--- src/rtl/xgmii_frame_rx.sv ---
module xgmii_frame_rx (
  input  logic        clk,
  input  logic        rst,
  input  logic [63:0] rx_data,
  input  logic [7:0]  rx_ctrl,
  input  logic        sink_ready,
  output logic        wr_valid,
  output logic [63:0] wr_word,
  output logic        frame_end
);
  localparam logic [7:0] C_START = 8'hFB;
  localparam logic [7:0] C_TERM  = 8'hFD;
  localparam logic [7:0] C_ERR   = 8'hFE;

  localparam logic [2:0] S_IDLE  = 3'd0;
  localparam logic [2:0] S_DATA0 = 3'd1;
  localparam logic [2:0] S_PRE4  = 3'd2;
  localparam logic [2:0] S_DATA4 = 3'd3;
  localparam logic [2:0] S_TAIL  = 3'd4;
  localparam logic [2:0] S_DROP  = 3'd5;

  logic [2:0]  st_q, st_d;
  logic [31:0] hi_q, hi_d;
  logic        v_d, e_d;
  logic [63:0] w_d;
  logic [7:0]  ends;
  logic [3:0]  k;
  logic [63:0] kept;
  logic        start0, start4;

  function automatic logic [63:0] rev(input logic [63:0] x);
    for (int i = 0; i < 8; i++) rev[63-8*i -: 8] = x[8*i +: 8];
  endfunction

  assign start0 = rx_ctrl[0] && rx_data[7:0]   == C_START;
  assign start4 = rx_ctrl[4] && rx_data[39:32] == C_START;

  always_comb begin
    for (int i = 0; i < 8; i++)
      ends[i] = rx_ctrl[i] && (rx_data[8*i +: 8] == C_TERM || rx_data[8*i +: 8] == C_ERR);
    k = 4'd8;
    for (int i = 7; i >= 0; i--)
      if (ends[i]) k = 4'(i);
    for (int i = 0; i < 8; i++)
      kept[8*i +: 8] = (4'(i) < k) ? rx_data[8*i +: 8] : 8'h00;
  end

  always_comb begin
    st_d = st_q;
    hi_d = hi_q;
    v_d  = 1'b0;
    e_d  = 1'b0;
    w_d  = '0;
    case (st_q)
      S_DATA0: begin
        if (k != 4'd0) begin
          v_d = 1'b1;
          w_d = rev(kept);
        end
        if (k != 4'd8) begin
          e_d  = 1'b1;
          st_d = S_IDLE;
        end
      end
      S_PRE4: begin
        if (k == 4'd8) begin
          hi_d = rx_data[63:32];
          st_d = S_DATA4;
        end else begin
          e_d  = 1'b1;
          st_d = S_IDLE;
          if (k > 4'd4) begin
            v_d = 1'b1;
            w_d = rev({32'h0, kept[63:32]});
          end
        end
      end
      S_DATA4: begin
        v_d = 1'b1;
        w_d = rev({kept[31:0], hi_q});
        if (k == 4'd8) begin
          hi_d = rx_data[63:32];
        end else if (k <= 4'd4) begin
          e_d  = 1'b1;
          st_d = S_IDLE;
        end else begin
          hi_d = kept[63:32];
          st_d = S_TAIL;
        end
      end
      default: begin
        if (st_q == S_TAIL) begin
          v_d = 1'b1;
          e_d = 1'b1;
          w_d = rev({32'h0, hi_q});
        end
        if (start0)
          st_d = sink_ready ? S_DATA0 : S_DROP;
        else if (start4)
          st_d = sink_ready ? S_PRE4 : S_DROP;
        else if (st_q != S_DROP || k != 4'd8)
          st_d = S_IDLE;
      end
    endcase
  end

  always_ff @(posedge clk) begin
    if (rst) begin
      st_q      <= S_IDLE;
      hi_q      <= '0;
      wr_valid  <= 1'b0;
      wr_word   <= '0;
      frame_end <= 1'b0;
    end else begin
      st_q      <= st_d;
      hi_q      <= hi_d;
      wr_valid  <= v_d;
      wr_word   <= w_d;
      frame_end <= e_d;
    end
  end
endmodule

--- config.mk ---
export PLATFORM = sky130hd
export DESIGN_NAME = xgmii_frame_rx
export DESIGN_NICKNAME = d
export VERILOG_FILES = /design/src/rtl/xgmii_frame_rx.sv
export SDC_FILE = /design/constraint.sdc
export NUM_CORES = 1
export LEC_CHECK = 0
export ABC_AREA = 1
export ABC_CLOCK_PERIOD_IN_PS = 2000
export BUFFER_PORTS_ARGS = -buffer_cell sky130_fd_sc_hd__buf_2
export CAP_MARGIN = 20
export CORE_MARGIN = 4
export CORE_UTILIZATION = 43
export CTS_CLUSTER_DIAMETER = 100
export DETAILED_ROUTE_END_ITERATION = 8
export PLACE_DENSITY_LB_ADDON = 0.05
export SETUP_SLACK_MARGIN = 0.15
export SLEW_MARGIN = 20
export SYNTH_ARGS = -nofsm -noshare
export SYNTH_HDL_FRONTEND = slang
export SYNTH_SLANG_ARGS = --single-unit
--- constraint.sdc ---
create_clock -name clk -period 2 [get_ports clk]
set_input_delay 0.3 -clock clk [delete_from_list [all_inputs] [get_ports clk]]
set_output_delay 0.3 -clock clk [all_outputs]
set_load 0.005 [all_outputs]
**After elaboration in Yosys (flattened, before gate mapping)**

Index checks and enable logic that the tools add are counted.

- Flip-flop bits (word level): 101
- Bits in latches: 0
- Bits in writable memories: 0
- Memory bits (read-only): 0
- Input bits: 75
- Word-level logic and storage cells: 113
- Memories kept: 0

- Add/subtract/negate cells: 0
- $mul: 0
- Divide/modulo/power cells: 0
- Order comparisons: 10
- Equality and inequality tests: 29
- Shift operators: 0
- Multiplexer cells: 45
- Bitwise logic cells: 0
- Reductions and logical operators: 24

Operators with widths:

| operator | number |
|---|---|
| 2-to-1 mux 64 bit | 4 |
| one-hot mux 64 bit (3 select lines) | 1 |
| equality test 8 bit, second input constant | 18 |
| 2-to-1 mux 32 bit | 3 |
| 2-to-1 mux 8 bit | 8 |
| one-hot mux 32 bit (2 select lines) | 1 |
| 2-to-1 mux 4 bit | 8 |
| 2-to-1 mux 3 bit | 8 |
| less-than comparator 3 x 4 -> 1 bit, first input constant | 4 |
| logical AND 1 bit | 10 |
| logical OR 1 bit | 9 |
| one-hot mux 3 bit (3 select lines) | 1 |
| less-than comparator 1 x 4 -> 1 bit, first input constant | 2 |
| less-than comparator 2 x 4 -> 1 bit, first input constant | 2 |
| 2-to-1 mux 1 bit | 8 |
| equality test 3 x 2 -> 1 bit, second input constant | 2 |
| != test 2 bit, second input constant | 3 |
| != test 3 bit, second input constant | 2 |
| one-hot mux 1 bit (3 select lines) | 2 |
| AND reduction 3 bit | 2 |
| nonzero test 6 bit | 1 |
| equality test 4 bit, second input constant | 1 |
| > comparator 4 x 3 -> 1 bit, second input constant | 1 |
| less-or-equal comparator 4 x 3 -> 1 bit, second input constant | 1 |
| 6 further kinds | 6 |

**Longest topological paths before layout**

Gate-level depths: netlist of run 1.

- Depth in word-level cells: 17
- Depth in mapped cells: 19

**Worst setup path after synthesis of run 1**

No wires, ideal clock.

- Path type: in2reg
- Start point: in rx_data[5]
- End point: reg hi_q[24]
- Library setup time: 113 ps
- Data arrival time: 1,674 ps
- Path slack: 214 ps
- Stages: 14
- Cell sequence: nand2_1 > nor3_4 > nand4_4 > nand2_2 > nor2_2 > inv_2 > nor2_4 > buf_6 > nand2_2 > buf_6 > buf_6 > nand3_1 > nand2_1 > nor2_1

- Word-level cells in the longest chain between the ends: 9
- Elaborated cells between the ends (all ways): 15

Ends and longest elaborated chain:

| what | line | text |
|---|---|---|
| start: declaration | 4 | `input logic [63:0] rx_data,` |
| equality test 8 bit | 40 | `ends[i] = rx_ctrl[i] && (rx_data[8*i +: 8] == C_TERM \|\| rx_data[8*i +: 8] == C_ERR);` |
| logical OR 1 bit (*) | 40 |  |
| logical AND 1 bit (*) | 40 |  |
| 2-to-1 mux 4 bit (*) | 43 | `if (ends[i]) k = 4'(i);` |
| less-than comparator 3 x 4 -> 1 bit | 45 | `kept[8*i +: 8] = (4'(i) < k) ? rx_data[8*i +: 8] : 8'h00;` |
| 2-to-1 mux 8 bit | 45 |  |
| 2-to-1 mux 32 bit | 83 | `end else if (k <= 4'd4) begin` |
| 2-to-1 mux 32 bit | 81 | `if (k == 4'd8) begin` |
| one-hot mux 32 bit (2 select lines) | 54 | `case (st_q)` |
| end signal: assignment | 116 | `hi_q <= hi_d;` |
| end: declaration | 23 | `logic [31:0] hi_q, hi_d;` |

Mark *: on every way between the ends. The rest lies on a longest branch, timed or not. The select of a mux whose other input is x is not followed.
A chain may end at the register's enable or synchronous reset.

**Final worst setup path of run 1**

- Start point: in rx_data[56]
- End point: reg wr_word[13]

- Word-level cells in the longest chain between the ends: 15
- Elaborated cells between the ends (all ways): 21

Ends and longest elaborated chain:

| what | line | text |
|---|---|---|
| equality test 8 bit | 40 |  |
| logical OR 1 bit (*) | 40 |  |
| logical AND 1 bit (*) | 40 |  |
| 2-to-1 mux 4 bit (*) (8 in a row) | 43 |  |
| less-than comparator 3 x 4 -> 1 bit | 45 |  |
| 2-to-1 mux 8 bit | 45 |  |
| 2-to-1 mux 64 bit | 56 | `if (k != 4'd0) begin` |
| one-hot mux 64 bit (3 select lines) (*) | 54 |  |
| end signal: assignment | 118 | `wr_word <= w_d;` |
| end: declaration | 8 | `output logic [63:0] wr_word,` |

Mark *: on every way between the ends. The rest lies on a longest branch, timed or not.

==> out/qor.txt, run 1 <==
Design area -> 7010 µm²
Unrepaired setup endpoints after global routing -> yes
Crit path DAT -> 2040 ps
Syn_nets -> 841
CTS Hold Bufs -> 0
Area growth from synthesis to layout -> 34.9%
Outcome -> finished, final reports clean
Crit path max fanout -> 14
PnR Total Power -> 4.31 mW
Vias in the first global route -> 5781
Startpoint Class -> input pin
Syn Std Cell Area -> 5190 µm²
Largest net degree at the start of global routing -> 50
Detailed Route Iter0 Violations -> 504
Synth top area share -> 38.9%
Number of I/O port buffers -> 140
Maximum vdd ir drop -> 0.318 mV
Routed Antenna Nets -> 0
Worst Hold Launch -> rx_data[22]
Top achievable clock speed -> 567 MHz
Core Footprint -> 11600 µm²
Levels on crit path -> 16
Origin of the worst setup path -> rx_data[56]
Via/cell ratio -> 5.35
Most used DFF post-synth -> dfxtp_1
Cell taking the most area after synthesis -> dfxtp_1
Cell count after synthesis -> 766
Hold depth -> 3
FF/Latch Area -> 2020 µm²
First-pass GRT wire length -> 29.2 mm
Dpl hpwl -> 13.3 mm
Asr flop ratio synth -> 0%
CP Buf/Inv Count -> 5
Most frequent cells in the layout -> 185 x nand2_1, 140 x buf_2, 121 x nand3_1, 101 x dfxtp_1, 90 x nor2_1
Slew headroom -> 67.1%
Crit-path cells -> buf_2, inv_1, nand2_1, nand2_1, nand2_1, nor2_2, inv_1, nand2_1, nand3_1, a21oi_2, nand2_1, nor2_2, buf_12, buf_4, o211ai_1, a21oi_1
Initial core utilization -> 44.7%
Placement Setup Slack -> -121 ps
HP Class -> input pin to register
Clk sinks -> 101
Avg Synthesized Cell Area -> 6.78 µm²
DR WL/cell -> 16.3 µm
Max Root-Sink Buffers -> 2
CP Capture Type -> register
R2R Setup Slk -> 250 ps
Largest stage delay, worst path -> 210 ps
Filler cells -> 1138
Worst r2r dst -> hi_q[19]$_SDFFE_PP0P_
Fin. max-slew vios -> 0
Row count -> 39
Syn. warnings -> 0
Initial antenna violation count -> 0
Final setup TNS -> 0 ps
Clk Latency, worst-skew pair -> 350 ps
Fin. Hold Viols -> 0
Commonest non-fill, non-tap cell in the layout -> nand2_1
NumNets Final -> 1045
CTS tree -> yes
Required @ worst endpoint -> 2280 ps
Ratio of cells with drive above 1 in the final layout -> 29.7%
CTS buffer count -> 9
Setup Viol. Count Final -> 0
Slowest cell on crit path -> a21oi_2
RD Place Congestion -> 0.891
Post-Route Utilization -> 60.3%
Post-synth EDFFs -> 0
Sequential area share after synthesis -> 38.9%
Area post-placement -> 6600 µm²
Final min period -> 1760 ps
Yosys reg bits -> 101
CP dominant cell by count -> nand2_1
Synth top area cells -> dfxtp_1 39%, nand2_1 13%, nand3_1 12%
Vias -> 5976
Post-route clock period utilization -> 88.2%
Max_cap viols -> 0
R2r startpoint -> st_q[1]$_SDFFE_PP0P_
Reg2reg path depth -> 11
Die X -> 118 µm
Die area -> 13900 µm²
Worst slew pin tran -> 493 ps
CP Class -> input pin to register
Skew final -> 7.94 ps
# H-tree levels -> 3
Hold path endpoint -> wr_word[14]$_SDFF_PP0_
PwrDens -> 615 nW/µm²
Worst path top cell family by delay -> simple AND/OR/NAND/NOR gates
Area occupied by multi-input gates -> 2740 µm²
Post-Route WL -> 18.2 mm
Grt total ovfl -> 0
Final worst setup slack -> 237 ps
Clock slew at reported path FFs -> 70 ps
Clock Tree Root -> clkbuf_16
Post-synthesis cell type count -> 37
Residual DRC -> 0
Antenna Cells -> 0
Leak -> 3.41 nW
Die Ht -> 118 µm
Drt first pass iters -> 5
Top Ports -> 141
GRT Overall Usage -> 25.8%
area by class of cell:
class / instances / share of cell area (%)
tap: 143 / 2.55
clock buffer: 11 / 3.46
multi-input combinational: 552 / 39.1
timing repair buffer: 238 / 22.1
sequential: 101 / 28.9
inverter: 68 / 3.68
clock inverter: 4 / 0.339
logic make-up after synthesis:
logic type,after synthesis,synth area share [%]
and+or+nand+nor,465,41.4
xor gates and xnor gates,4,0.674
buffers and inverters,113,9.54
AOI/OAI and AO/OA,83,9.47
DFF,101,38.9
worst reg2reg max path: stages (launching register included):
cell and delay, ps:
dfxtp_1 370, inv_1 50, nor2_1 150, inv_2 100, nor2_4 250, buf_4 180
nand3_4 80, buf_4 140, buf_4 130, nand3b_1 80, nand2_1 50, nor2_1 100
routing by layer:
layer / GRT usage (%) / vias to the layer above / part of all wire (%)
met4: 11.2 / 0 / 2.7
met5: 0 / - / 0
met3: 5.05 / 34 / 6.6
li1: - / 2940 / -
met1: 33.3 / 2773 / 44
met2: 41.7 / 229 / 46
worst max path at each step:
| stage | end | slack, ps |
|---|---|---|
| final | wr_word[13]$_SDFF_PP0_ | 240 |
| after global routing | wr_word[9]$_SDFF_PP0_ | 50 |
| after CTS | hi_q[18]$_SDFFE_PP0P_ | 170 |
| after detailed placement | hi_q[29]$_SDFFE_PP0P_ | -120 |
| after global placement | hi_q[28]$_SDFFE_PP0P_ | -130 |
| after floorplan | hi_q[24]$_SDFFE_PP0P_ | 210 |
cell usage after synthesis (3+ instances only):
library cell and count:
o21ai_0 21, nand4_1 28, nand2_1 186, inv_1 60
buf_2 13, dfxtp_1 101, nor2_1 93, o211ai_1 11
buf_1 5, a31oi_1 7, a41oi_1 3, xor2_1 4
nand3b_1 9, clkbuf_1 19, buf_6 6, a32o_1 4
nor2_4 3, nand2_2 4, and3_1 3, a21oi_1 34
nor2_2 4, inv_2 6, nand2_4 3, nand3_1 123
flip-flops by register name, summed over array words and instances, names as in the netlist:
register	count
frame_end	1
hi_q	32
st_q	3
wr_valid	1
wr_word	64
what timing repair did:
| action | in CTS | in global routing |
|---|---|---|
| setup endpoints to repair | 0 | 51 |
| gates resized for setup | 0 | 11 |
| buffers inserted | 0 | 8 |
power breakdown:
part,total [mW],leakage [nW],internal [mW],switching (mW)
registers,2.06,0.814,2.05,0.0108
logic,0.615,2.46,0.254,0.360
clock network,1.64,0.136,0.870,0.766
stage by stage:
step / std cells / hold WS, ps
after floorplan: 766 / 426
after global placement: 1093 / 454
after detailed placement: 1093 / 443
after CTS: 1108 / 238
after global routing: 1117 / 242
final: 1117 / 248
No activity file was read; power rests on OpenSTA's default activity.
==> run 2: changes to the inputs <==
--- a/config.mk
+++ b/config.mk
@@ -5,7 +5,6 @@
 export SDC_FILE = /design/constraint.sdc
 export NUM_CORES = 1
 export LEC_CHECK = 0
-export ABC_AREA = 1
 export ABC_CLOCK_PERIOD_IN_PS = 2000
 export BUFFER_PORTS_ARGS = -buffer_cell sky130_fd_sc_hd__buf_2
 export CAP_MARGIN = 20
==> run 2 against run 1 <==
  * Sequential share of layout area rose by 2.5 points
  * Synthesized area down 20%
  * Setup slack worse by 160 ps
  * Total power fell by 19%
  * Highest routed layer unchanged
  * Global-route usage down 2.5 points
  * Largest power group unchanged
  * Core utilization is 9.3 points higher
  * Synthesized cell count decreased by 42%
  * Register-to-register slack got worse by 180 ps
  * Cell area shrank 7.7%
  * Fmax shrank 8.5%
==> out/qor.txt, run 2 <==
Die X -> 106 µm
# H-tree levels -> 3
Worst path top cell family by delay -> simple AND/OR/NAND/NOR gates
Largest net degree at the start of global routing -> 26
Startpoint Class -> register
Cell count after synthesis -> 446
CTS tree -> yes
CP Buf/Inv Count -> 2
Skew final -> 11.4 ps
Worst Hold Slack -> 218 ps
Residual DRC -> 0
Worst slew pin tran -> 620 ps
Top Ports -> 141
Syn Std Cell Area -> 4130 µm²
NumNets Final -> 762
Leak -> 2.95 nW
Syn. warnings -> 0
Drt first pass iters -> 6
Required @ worst endpoint -> 2310 ps
Clk sinks -> 101
Slew headroom -> 58.3%
Post-Route WL -> 13.9 mm
Sequential area share after synthesis -> 48.9%
Fin. Hold Viols -> 0
Unrepaired setup endpoints after global routing -> yes
Maximum vdd ir drop -> 0.315 mV
Core Footprint -> 9280 µm²
Top achievable clock speed -> 519 MHz
RD Place Congestion -> 0.881
Max Root-Sink Buffers -> 2
List of most frequent post-synthesis cells -> 101 x dfxtp_1, 39 x nand3_1, 35 x a21oi_1, 32 x a22o_1, 31 x nor2_1
Fin. max-slew vios -> 0
Reg with most FFs -> wr_word
Crit path max fanout -> 8
CP Class -> register to register
CP Capture Type -> register
Worst Hold Launch -> rx_data[41]
Most frequent cells in the layout -> 142 x buf_2, 107 x buf_4, 98 x dfxtp_1, 32 x a22o_1, 29 x nor2_1
Setup Viol. Count Final -> 0
Dpl hpwl -> 9.58 mm
CTS Hold Bufs -> 0
R2r startpoint -> st_q[1]$_SDFFE_PP0P_
Grt total ovfl -> 0
GRT Overall Usage -> 23.2%
Yosys reg bits -> 101
Final min period -> 1930 ps
Crit-path cells -> buf_6, nor2_4, or3_4, or2_4, a2111oi_4, nor4b_4, buf_6, a21o_1
Row count -> 35
Post-route clock period utilization -> 96.4%
Asr flop ratio synth -> 0%
Largest stage delay, worst path -> 350 ps
Number of I/O port buffers -> 140
Worst r2r dst -> wr_word[41]$_SDFF_PP0_
Post-synth EDFFs -> 0
Max reg flops -> 64
HP Class -> input pin to register
Initial core utilization -> 44.5%
Syn_nets -> 521
Post-synthesis cell type count -> 46
R2R Setup Slk -> 70 ps
Detailed Route Iter0 Violations -> 230
Vias -> 4488
CTS buffer count -> 9
Clock Tree Root -> clkbuf_8
Synth top area share -> 48.9%
Avg Synthesized Cell Area -> 9.26 µm²
Filler cells -> 747
Reg2reg path depth -> 8
Area growth from synthesis to layout -> 56.5%
Ratio of cells with drive above 1 in the final layout -> 51.3%
Post-Route Utilization -> 69.6%
Via/cell ratio -> 5.47
DR WL/cell -> 16.9 µm
Most used DFF post-synth -> dfxtp_1
Synth top area cells -> dfxtp_1 49%, a22o_1 6.8%, nand3_1 4.7%
Routed Antenna Nets -> 0
Hold path endpoint -> wr_word[49]$_SDFF_PP0_
Clock slew at reported path FFs -> 100 ps
Die area -> 11200 µm²
Hold depth -> 2
Cell taking the most area after synthesis -> dfxtp_1
Commonest non-fill, non-tap cell in the layout -> buf_2
Initial antenna violation count -> 0
Antenna Cells -> 0
PwrDens -> 541 nW/µm²
Max_cap viols -> 0
Largest regs -> wr_word: 64 flops, hi_q: 32 flops, st_q: 3 flops
Crit path DAT -> 2240 ps
Clk Latency, worst-skew pair -> 360 ps
CP dominant cell by count -> buf_6
PnR Total Power -> 3.50 mW
First-pass GRT wire length -> 21.2 mm
Most frequent cell after synthesis -> dfxtp_1
Outcome -> finished, final reports clean
Die Ht -> 106 µm
Slowest cell on crit path -> dfxtp_2
Vias in the first global route -> 4409
==> run 2: worst max-delay path by stage <==
stage | cells past startpoint | start | endpoint
finish | 8 | st_q[1]$_SDFFE_PP0P_ | wr_word[41]$_SDFF_PP0_
global route | 8 | st_q[1]$_SDFFE_PP0P_ | wr_word[47]$_SDFF_PP0_
CTS | 7 | st_q[2]$_SDFFE_PP0P_ | wr_word[41]$_SDFF_PP0_
detailed placement | 8 | rx_data[33] | wr_word[8]$_SDFF_PP0_
global placement | 9 | rx_data[25] | wr_word[27]$_SDFF_PP0_
floorplan | 7 | rx_data[32] | wr_word[40]$_SDFF_PP0_
==> run 2: area by class of cell <==
| type | instances | area [µm²] | area share [%] |
|---|---|---|---|
| Timing Repair Buffer | 266 | 1780 | 27.6 |
| Multi-Input combinational cell | 301 | 2300 | 35.5 |
| Clock inverter | 5 | 37.5 | 0.580 |
| Sequential cell | 101 | 2030 | 31.3 |
| Tap cell | 129 | 161 | 2.50 |
| Clock buffer | 11 | 131 | 2.03 |
| Inverter | 8 | 30.0 | 0.464 |
==> run 2: routing by layer <==
metal | part of all wire (%) | track usage [%]
met2 | 48 | 38.5
met5 | 0 | 0
met4 | 2.0 | 9.90
met1 | 42 | 29.8
met3 | 7.5 | 4.07
==> run 2: repair_timing <==
| item | CTS | global route |
|---|---|---|
| endpoints found under the setup margin | 77 | 82 |
| gates resized for setup | 26 | 60 |
| pin swaps | 10 | 24 |
| cloned | 1 | 4 |
| buffers inserted | 7 | 6 |
==> run 2: report_power, final <==
group          leakage [nW]  internal, mW  switching (mW)
sequential            0.815          2.01        0.000810
clock                0.0795         0.457           0.726
combinational          2.05         0.165           0.137
total                  2.95          2.63           0.864
==> run 2: logic make-up (layout without fill, tap and decap cells) <==
| logic type | count (synthesis) | after routing | share of synthesized area [%] |
|---|---|---|---|
| AOI/OAI and AO/OA | 152 | 152 | 26.7 |
| buffers and inverters | 44 | 290 | 4.18 |
| DFF | 101 | 101 | 48.9 |
| and+or+nand+nor | 141 | 141 | 18.4 |
| xor gates and xnor gates | 8 | 8 | 1.70 |
==> run 2: stage by stage <==
stage / setup slack (ps) / cell area (µm²) / TNS [ps] / cells
final: 72.4 / 6470 / 0 / 821
after global routing: 0.304 / 6470 / 0 / 821
after CTS: -58.3 / 6070 / -337 / 811
after detailed placement: -536 / 5740 / -24700 / 787
after global placement: -680 / 5720 / -33840 / 785
after floorplan: -284 / 4180 / -5510 / 446
